**src/rtl/boot_rst_pkg.sv**
```systemverilog
package boot_rst_pkg;
  localparam int ALIGN_BITS = 2;

  // Convert a raw reset pin level into an active-high request.
  function automatic logic rst_level_active(input bit asic_style, input logic pin);
    return asic_style ? pin : ~pin;
  endfunction
endpackage

```
**src/rtl/rst_sync.sv**
```systemverilog
module rst_sync #(
  parameter int STAGES = 2,
  parameter bit ASYNC  = 1'b0
) (
  input  logic clk_i,
  input  logic rst_req_i,   // active-high
  output logic rst_hold_o   // active-high, release aligned to clk_i
);
  logic [STAGES-1:0] chain_q;
  logic [STAGES-1:0] chain_d;

  always_comb chain_d = {chain_q[STAGES-2:0], 1'b0};

  generate
    if (ASYNC) begin : g_async
      always_ff @(posedge clk_i or posedge rst_req_i) begin
        if (rst_req_i) chain_q <= '1;
        else           chain_q <= chain_d;
      end
    end else begin : g_sync
      always_ff @(posedge clk_i) begin
        if (rst_req_i) chain_q <= '1;
        else           chain_q <= chain_d;
      end
    end
  endgenerate

  assign rst_hold_o = chain_q[STAGES-1];
endmodule

```
**src/rtl/boot_addr_store.sv**
```systemverilog
module boot_addr_store
  import boot_rst_pkg::*;
#(
  parameter int                ADDR_W    = 32,
  parameter logic [ADDR_W-1:0] BOOT_BASE = 32'h0000_1000,
  parameter bit                ASYNC     = 1'b0
) (
  input  logic              clk_i,
  input  logic              por_i,       // active-high
  input  logic              boot_req_i,
  input  logic              wr_en_i,
  input  logic [ADDR_W-1:0] wr_data_i,
  input  logic              cpu_in_rst_i,
  output logic [ADDR_W-1:0] stored_o,
  output logic [ADDR_W-1:0] launch_o
);
  localparam logic [ADDR_W-1:0] ALIGN_MASK = ~(ADDR_W'((1 << ALIGN_BITS) - 1));
  localparam logic [ADDR_W-1:0] BASE_AL    = BOOT_BASE & ALIGN_MASK;

  logic [ADDR_W-1:0] store_q, store_d;
  logic [ADDR_W-1:0] launch_q, launch_d;

  always_comb begin
    store_d = store_q;
    if (boot_req_i)   store_d = BASE_AL;          // request outranks a write
    else if (wr_en_i) store_d = wr_data_i & ALIGN_MASK;
    launch_d = cpu_in_rst_i ? store_q : launch_q;
  end

  generate
    if (ASYNC) begin : g_async
      always_ff @(posedge clk_i or posedge por_i) begin
        if (por_i) begin
          store_q  <= BASE_AL;
          launch_q <= BASE_AL;
        end else begin
          store_q  <= store_d;
          launch_q <= launch_d;
        end
      end
    end else begin : g_sync
      always_ff @(posedge clk_i) begin
        if (por_i) begin
          store_q  <= BASE_AL;
          launch_q <= BASE_AL;
        end else begin
          store_q  <= store_d;
          launch_q <= launch_d;
        end
      end
    end
  endgenerate

  assign stored_o = store_q;
  assign launch_o = launch_q;
endmodule

```
**src/rtl/boot_rst_ctrl.sv**
```systemverilog
module boot_rst_ctrl
  import boot_rst_pkg::*;
#(
  parameter int                ADDR_W      = 32,
  parameter logic [ADDR_W-1:0] BOOT_BASE   = 32'h0000_1000,
  parameter bit                TGT_ASIC    = 1'b0,
  parameter int                SYNC_STAGES = 2
) (
  input  logic              clk_i,
  input  logic              por_i,
  input  logic              rst_raw_i,
  input  logic              boot_req_i,
  input  logic              wr_en_i,
  input  logic [ADDR_W-1:0] wr_data_i,
  output logic [ADDR_W-1:0] rd_data_o,
  output logic [ADDR_W-1:0] boot_addr_o,
  output logic              cpu_rst_o
);
  logic por_act, raw_act, rst_any, cpu_hold;

  always_comb begin
    por_act = rst_level_active(TGT_ASIC, por_i);
    raw_act = rst_level_active(TGT_ASIC, rst_raw_i);
    rst_any = por_act | raw_act;
  end

  rst_sync #(
    .STAGES (SYNC_STAGES),
    .ASYNC  (TGT_ASIC)
  ) u_sync (
    .clk_i      (clk_i),
    .rst_req_i  (rst_any),
    .rst_hold_o (cpu_hold)
  );

  boot_addr_store #(
    .ADDR_W    (ADDR_W),
    .BOOT_BASE (BOOT_BASE),
    .ASYNC     (TGT_ASIC)
  ) u_store (
    .clk_i        (clk_i),
    .por_i        (por_act),
    .boot_req_i   (boot_req_i),
    .wr_en_i      (wr_en_i),
    .wr_data_i    (wr_data_i),
    .cpu_in_rst_i (cpu_hold),
    .stored_o     (rd_data_o),
    .launch_o     (boot_addr_o)
  );

  assign cpu_rst_o = TGT_ASIC ? cpu_hold : ~cpu_hold;
endmodule

```
**config.mk**
```make
export PLATFORM = sky130hd
export DESIGN_NAME = boot_rst_ctrl
export DESIGN_NICKNAME = d
export VERILOG_FILES = /design/src/rtl/boot_rst_pkg.sv /design/src/rtl/rst_sync.sv /design/src/rtl/boot_addr_store.sv /design/src/rtl/boot_rst_ctrl.sv
export SDC_FILE = /design/constraint.sdc
export NUM_CORES = 1
export LEC_CHECK = 0
export BUFFER_PORTS_ARGS = -buffer_cell sky130_fd_sc_hd__buf_4
export CAP_MARGIN = 20
export CORE_UTILIZATION = 43
export DETAILED_ROUTE_END_ITERATION = 6
export GPL_ROUTABILITY_DRIVEN = 0
export HOLD_SLACK_MARGIN = 0.06
export PLACE_DENSITY_LB_ADDON = 0.2
export SLEW_MARGIN = 20
export SYNTH_ARGS = -nofsm -noshare
export SYNTH_HDL_FRONTEND = slang
export SYNTH_HIERARCHICAL = 1
export SYNTH_SLANG_ARGS = --single-unit
export TNS_END_PERCENT = 20
```
**constraint.sdc**
```tcl
create_clock -name clk_i -period 1.1 [get_ports clk_i]
set_input_delay 0.055 -clock clk_i [delete_from_list [all_inputs] [get_ports clk_i]]
set_output_delay 0.055 -clock clk_i [all_outputs]
set_load 0.02 [all_outputs]
```
* Word level (Yosys, flattened, before mapping)
Cells that the tools add are included.
** Storage, ports and cells
- Memories :: 0
- Word-level logic and storage cells :: 10
- Input bits :: 37
- Bits in writable memories :: 0
- Bits in latches :: 0
- Bits in read-only memories :: 0
- Output and inout port bits :: 65
- Flip-flop bits (word level) :: 62
** Operators by class
- Div/mod/pow operators :: 0
- Mux-type cells :: 1
- Bitwise logic cells :: 4
- Reduce and logical (&&, ||, !) cells :: 1
- $add $sub $neg :: 0
- Multipliers :: 0
- Equality and inequality tests :: 0
- Magnitude comparators :: 0
- Shifts and indexed selects :: 0
** Operators with widths (count)
- $not A1 Y1 :: 3
- $reduce_or A2 Y1 :: 1
- $mux W1 :: 1
- $or A1 B1 Y1 :: 1

* Longest topological paths before layout
- Word-level depth :: 3
- Gate-level depth with buffers :: 4
- Mapped depth without buffers :: 3

* Modules after synthesis
Netlist, hierarchy kept.
** By module, submodules not included
- boot_addr_store :: cells an instance 200, area each 2157.1 µm², instances 1, sequential area each 1201.2 µm²
- rst_sync :: cells an instance 3, area each 46.3 µm², instances 1, sequential area each 40.0 µm²
- boot_rst_ctrl :: cells an instance 3, area each 11.3 µm², instances 1, sequential area each 0.0 µm²

* Worst setup path after synthesis
No wires, ideal clock.
- Kind :: register -> register
- Start :: reg u_sync.chain_q[1]
- End :: reg u_store.launch_q[2] (netlist: u_store/launch_o[2])
- Arrival time :: 0.834 ns
- Data required time :: 0.972 ns
- Stages on the path, launching flop included :: 5
- Setup slack :: 0.138 ns
- Library setup time :: 0.128 ns
- Path through :: dfxtp_1 buf_2 buf_4 mux2i_1 nor2_1
** RTL lines
- start: declaration :: RTL line rst_sync.sv:9 : logic [STAGES-1:0] chain_q;
- start signal: assignment :: RTL line rst_sync.sv:23 : else chain_q <= chain_d;
- end signal: assignment :: RTL line boot_addr_store.sv:48 : launch_q <= launch_d;
- end: declaration :: RTL line boot_addr_store.sv:21 : logic [ADDR_W-1:0] launch_q, launch_d;

* Final worst setup path
- Start :: reg u_sync.chain_q[1]
- End :: out cpu_rst_o
** Between the ends
- Cells in the longest elaborated chain, start to end :: 1
** Ends and longest elaborated chain
- $not A1 Y1 :: RTL line boot_rst_ctrl.sv:51 : assign cpu_rst_o = TGT_ASIC ? cpu_hold : ~cpu_hold;
- end: declaration :: RTL line boot_rst_ctrl.sv:17 : output logic cpu_rst_o
No other way between the ends.

==> results.toml <==
[status]
status = "completed"

[yosys]
async_reset_ff_share_pct = 0
synth_commonest_cells = "sky130_fd_sc_hd__dfxtp_1, sky130_fd_sc_hd__mux2i_1, sky130_fd_sc_hd__nor2_1, sky130_fd_sc_hd__buf_4, sky130_fd_sc_hd__clkbuf_1"
netlist_instances = 206
yosys_warnings = 6
synth_cell_types = 14
post_synth_main_area_contributors = "sky130_fd_sc_hd__dfxtp_1, sky130_fd_sc_hd__mux2i_1, sky130_fd_sc_hd__nor2_1"
mapped_cell_area_um2 = 2210
synth.most_common_cell = "sky130_fd_sc_hd__dfxtp_1"
average_instance_area_after_synthesis_um2 = 10.8
synth_top_cell_by_area = "sky130_fd_sc_hd__dfxtp_1"
synth-seq-area-share_pct = 56.0
synth-seq-cells = 62
synth_edf_count = 0
synth-main-ff-cell = "sky130_fd_sc_hd__dfxtp_1"
synth_top_area_share_pct = 56.0

[die]
floorplan.rows = 25
die_h_um = 73.8
io-pin-count = 102
floorplan.die_area_um2 = 5440
floorplan.initialDensity_pct = 45.7
coreArea_um2 = 4850
floorplan.die.width_um = 73.8

[drt]
route.vias.total = 1853
avgRoutedWirePerCell_um = 12.6
drc = 0
detailedRoute.firstPassIterationCount = 4
detailed_route_iter0_violations = 55
totalWireLength_um = 5130
avgViaCountPerCell = 4.54
antenna_left = 0

[timing]
total_negative_slack_ps = 0
timing.final.hold_violations = 0
slew_violations = 0
fmax_ghz = 0.982
setup_violations = 0
worst_hold_slack_ps = 168
slew_headroom_pct = 65.1
final_min_period_over_clock_period_pct = 92.6
timing_worst_slew_pin_value_ps = 524
final.min_clock_period_ps = 1020
final_critical_path_setup_slack_ps = 81.7
clock_tree_skew_after_final_layout_ps = 7.92
rsz0062_at_grt = "no"

[final_layout]
layout_cell_share_with_drive_strength_beyond_1_pct = 34.9
layout.core_utilization_pct = 72.6
n_fill_cell = 357
final_nets = 373
area_delta_synth_final_pct = 59.0
antenna-diode-count = 0
finalNonFillerCells = 408

[clock_network]
worst_skew_pair_later_pin_latency_ps = 320
clock-root-buffer = "sky130_fd_sc_hd__clkbuf_8"
cts-buffers-inserted = 9
clock_tree.buffer_depth = 2
clock-sinks = 62
cts_max_level = 3
clock_slew_seen_by_the_registers_of_the_worst_setup_and_hold_paths_ps = 70
tritoncts_clock_tree = "built"

[critical_path]
worst-setup-path-type = "reg2out"
critPathCapture = "cpu_rst_o"
critical_path.endpoint_type = "output port"
r2r-start = "u_sync/chain_q[1]"
cp_data_required_time_ps = 1040
setup.reg_to_reg.worst_slack_ps = 90
cp_max_fo = 3
rr_endpoint = "u_store/launch_o[12]"
kind_of_start_point_of_the_critical_path = "flip-flop"
timing.critical_path.arrival_ps = 960
cp-startpoint = "u_sync/chain_q[1]"
worst_r2r_path_depth = 4

[pwr]
p_comb_share_pct = 12.2
static-leakage-power_uw = 0.00186
power.share.clock_pct = 39.9
power_per_cell_area_nw_per_um2 = 1390
vdd_ir_drop_max_uv = 1230
sw_frac_of_total_pct = 22.6
p_switching_uw = 1110
share_seq_of_total_power_pct = 47.9
p_int_uw = 3790

[place]
buffers_on_ports = 95
post-place-ws_ps = 119
dpl.hpwl_um = 3130
post-place-cells = 358

[grt]
grt_pass1_vias = 1777
grt_remaining_overflow = 0
largest_net_degree_at_the_start_of_global_routing = 32
grtUsageTotal_pct = 19.8
grt_antenna_before_repair = 0
grt_first_pass_wirelength_um = 7980

[hold_path]
worstHoldStart = "boot_req_i"
worst_hold_path_type = "in2reg"

[run]
max-cap-violations = 0
## layout by cell type (no fill, tap or decap), drive strengths merged, types with 3 or more instances in the layout
cell | Yosys | final
buf | 13 | 102
clkbuf | 5 | 12
clkinv | 0 | 3
conb | 1 | 4
dfxtp | 62 | 62
dlygate4sd3 | 0 | 32
mux2i | 58 | 58
nor2 | 58 | 58
## cell type report
cell class                 instances  area (µm²)  share of cell area, %
sequential                        62        1240                   35.3
timing repair buffer             134        1120                   31.9
multi-input combinational        127         862                   24.5
clock buffer                      12         155                   4.40
tap                               67        83.8                   2.38
clock inverter                     4        45.0                   1.28
inverter                           2        7.51                  0.213
## critical path: stages, from the launching register on
cell	delay [ps]
sky130_fd_sc_hd__dfxtp_4	360
sky130_fd_sc_hd__buf_12	120
sky130_fd_sc_hd__inv_1	40
sky130_fd_sc_hd__buf_4	130
## state kept, by name, indices dropped and copies added, names as in the netlist
register	count
u_store/launch_o	30
u_store/stored_o	30
u_sync/chain_q	2
## metrics by stage
| stage | total power, µW | instance area [µm²] |
|---|---|---|
| floorplan | 2680 | 2230 |
| global placement | 2900 | 2980 |
| detailed placement | 2900 | 2980 |
| CTS | 4950 | 3520 |
| global route | 5100 | 3520 |
| finish | 4900 | 3520 |
## worst min path at each step
stage / to / slack, ps / cells past startpoint
after global placement: u_sync/chain_q[0] / 240 / 2
after detailed placement: u_sync/chain_q[0] / 260 / 2
after floorplan: u_sync/chain_q[0] / 130 / 1
final: u_store/stored_o[13] / 170 / 3
after global routing: u_store/stored_o[15] / 180 / 3
after CTS: u_store/stored_o[13] / 160 / 3
## logic make-up after synthesis
kind of cell	Yosys count	synth area share, %
other	1	0.169
multiplexers	58	26.2
AO/OA/AOI/OAI	2	0.791
AND/OR/NAND/NOR	63	11.2
flip-flops	62	56.0
buffers and inverters	20	5.54
## power by group through the flow
stage / sequential [µW] / combinational, µW / clock, µW
floorplan: 2470 / 218 / 0
global placement: 2400 / 499 / 0
detailed placement: 2400 / 503 / 0
CTS: 2350 / 599 / 2000
global route: 2350 / 645 / 2100
finish: 2350 / 597 / 1950
## routing by layer
layer  wire [µm]  track usage, %
met5           0               0
met4          87            10.3
met3         298            6.04
met2        2490            33.7
met1        2260            22.3
## repair_timing
action | 4_1_cts | 5_1_grt
gates resized for setup | 1 | 0
hold buffers | 32 | 0
setup buffers | 2 | 0
endpoints found under the setup margin | 1 | 0
hold endpoints to repair | 32 | 0
No activity file was read; power rests on OpenSTA's default activity.
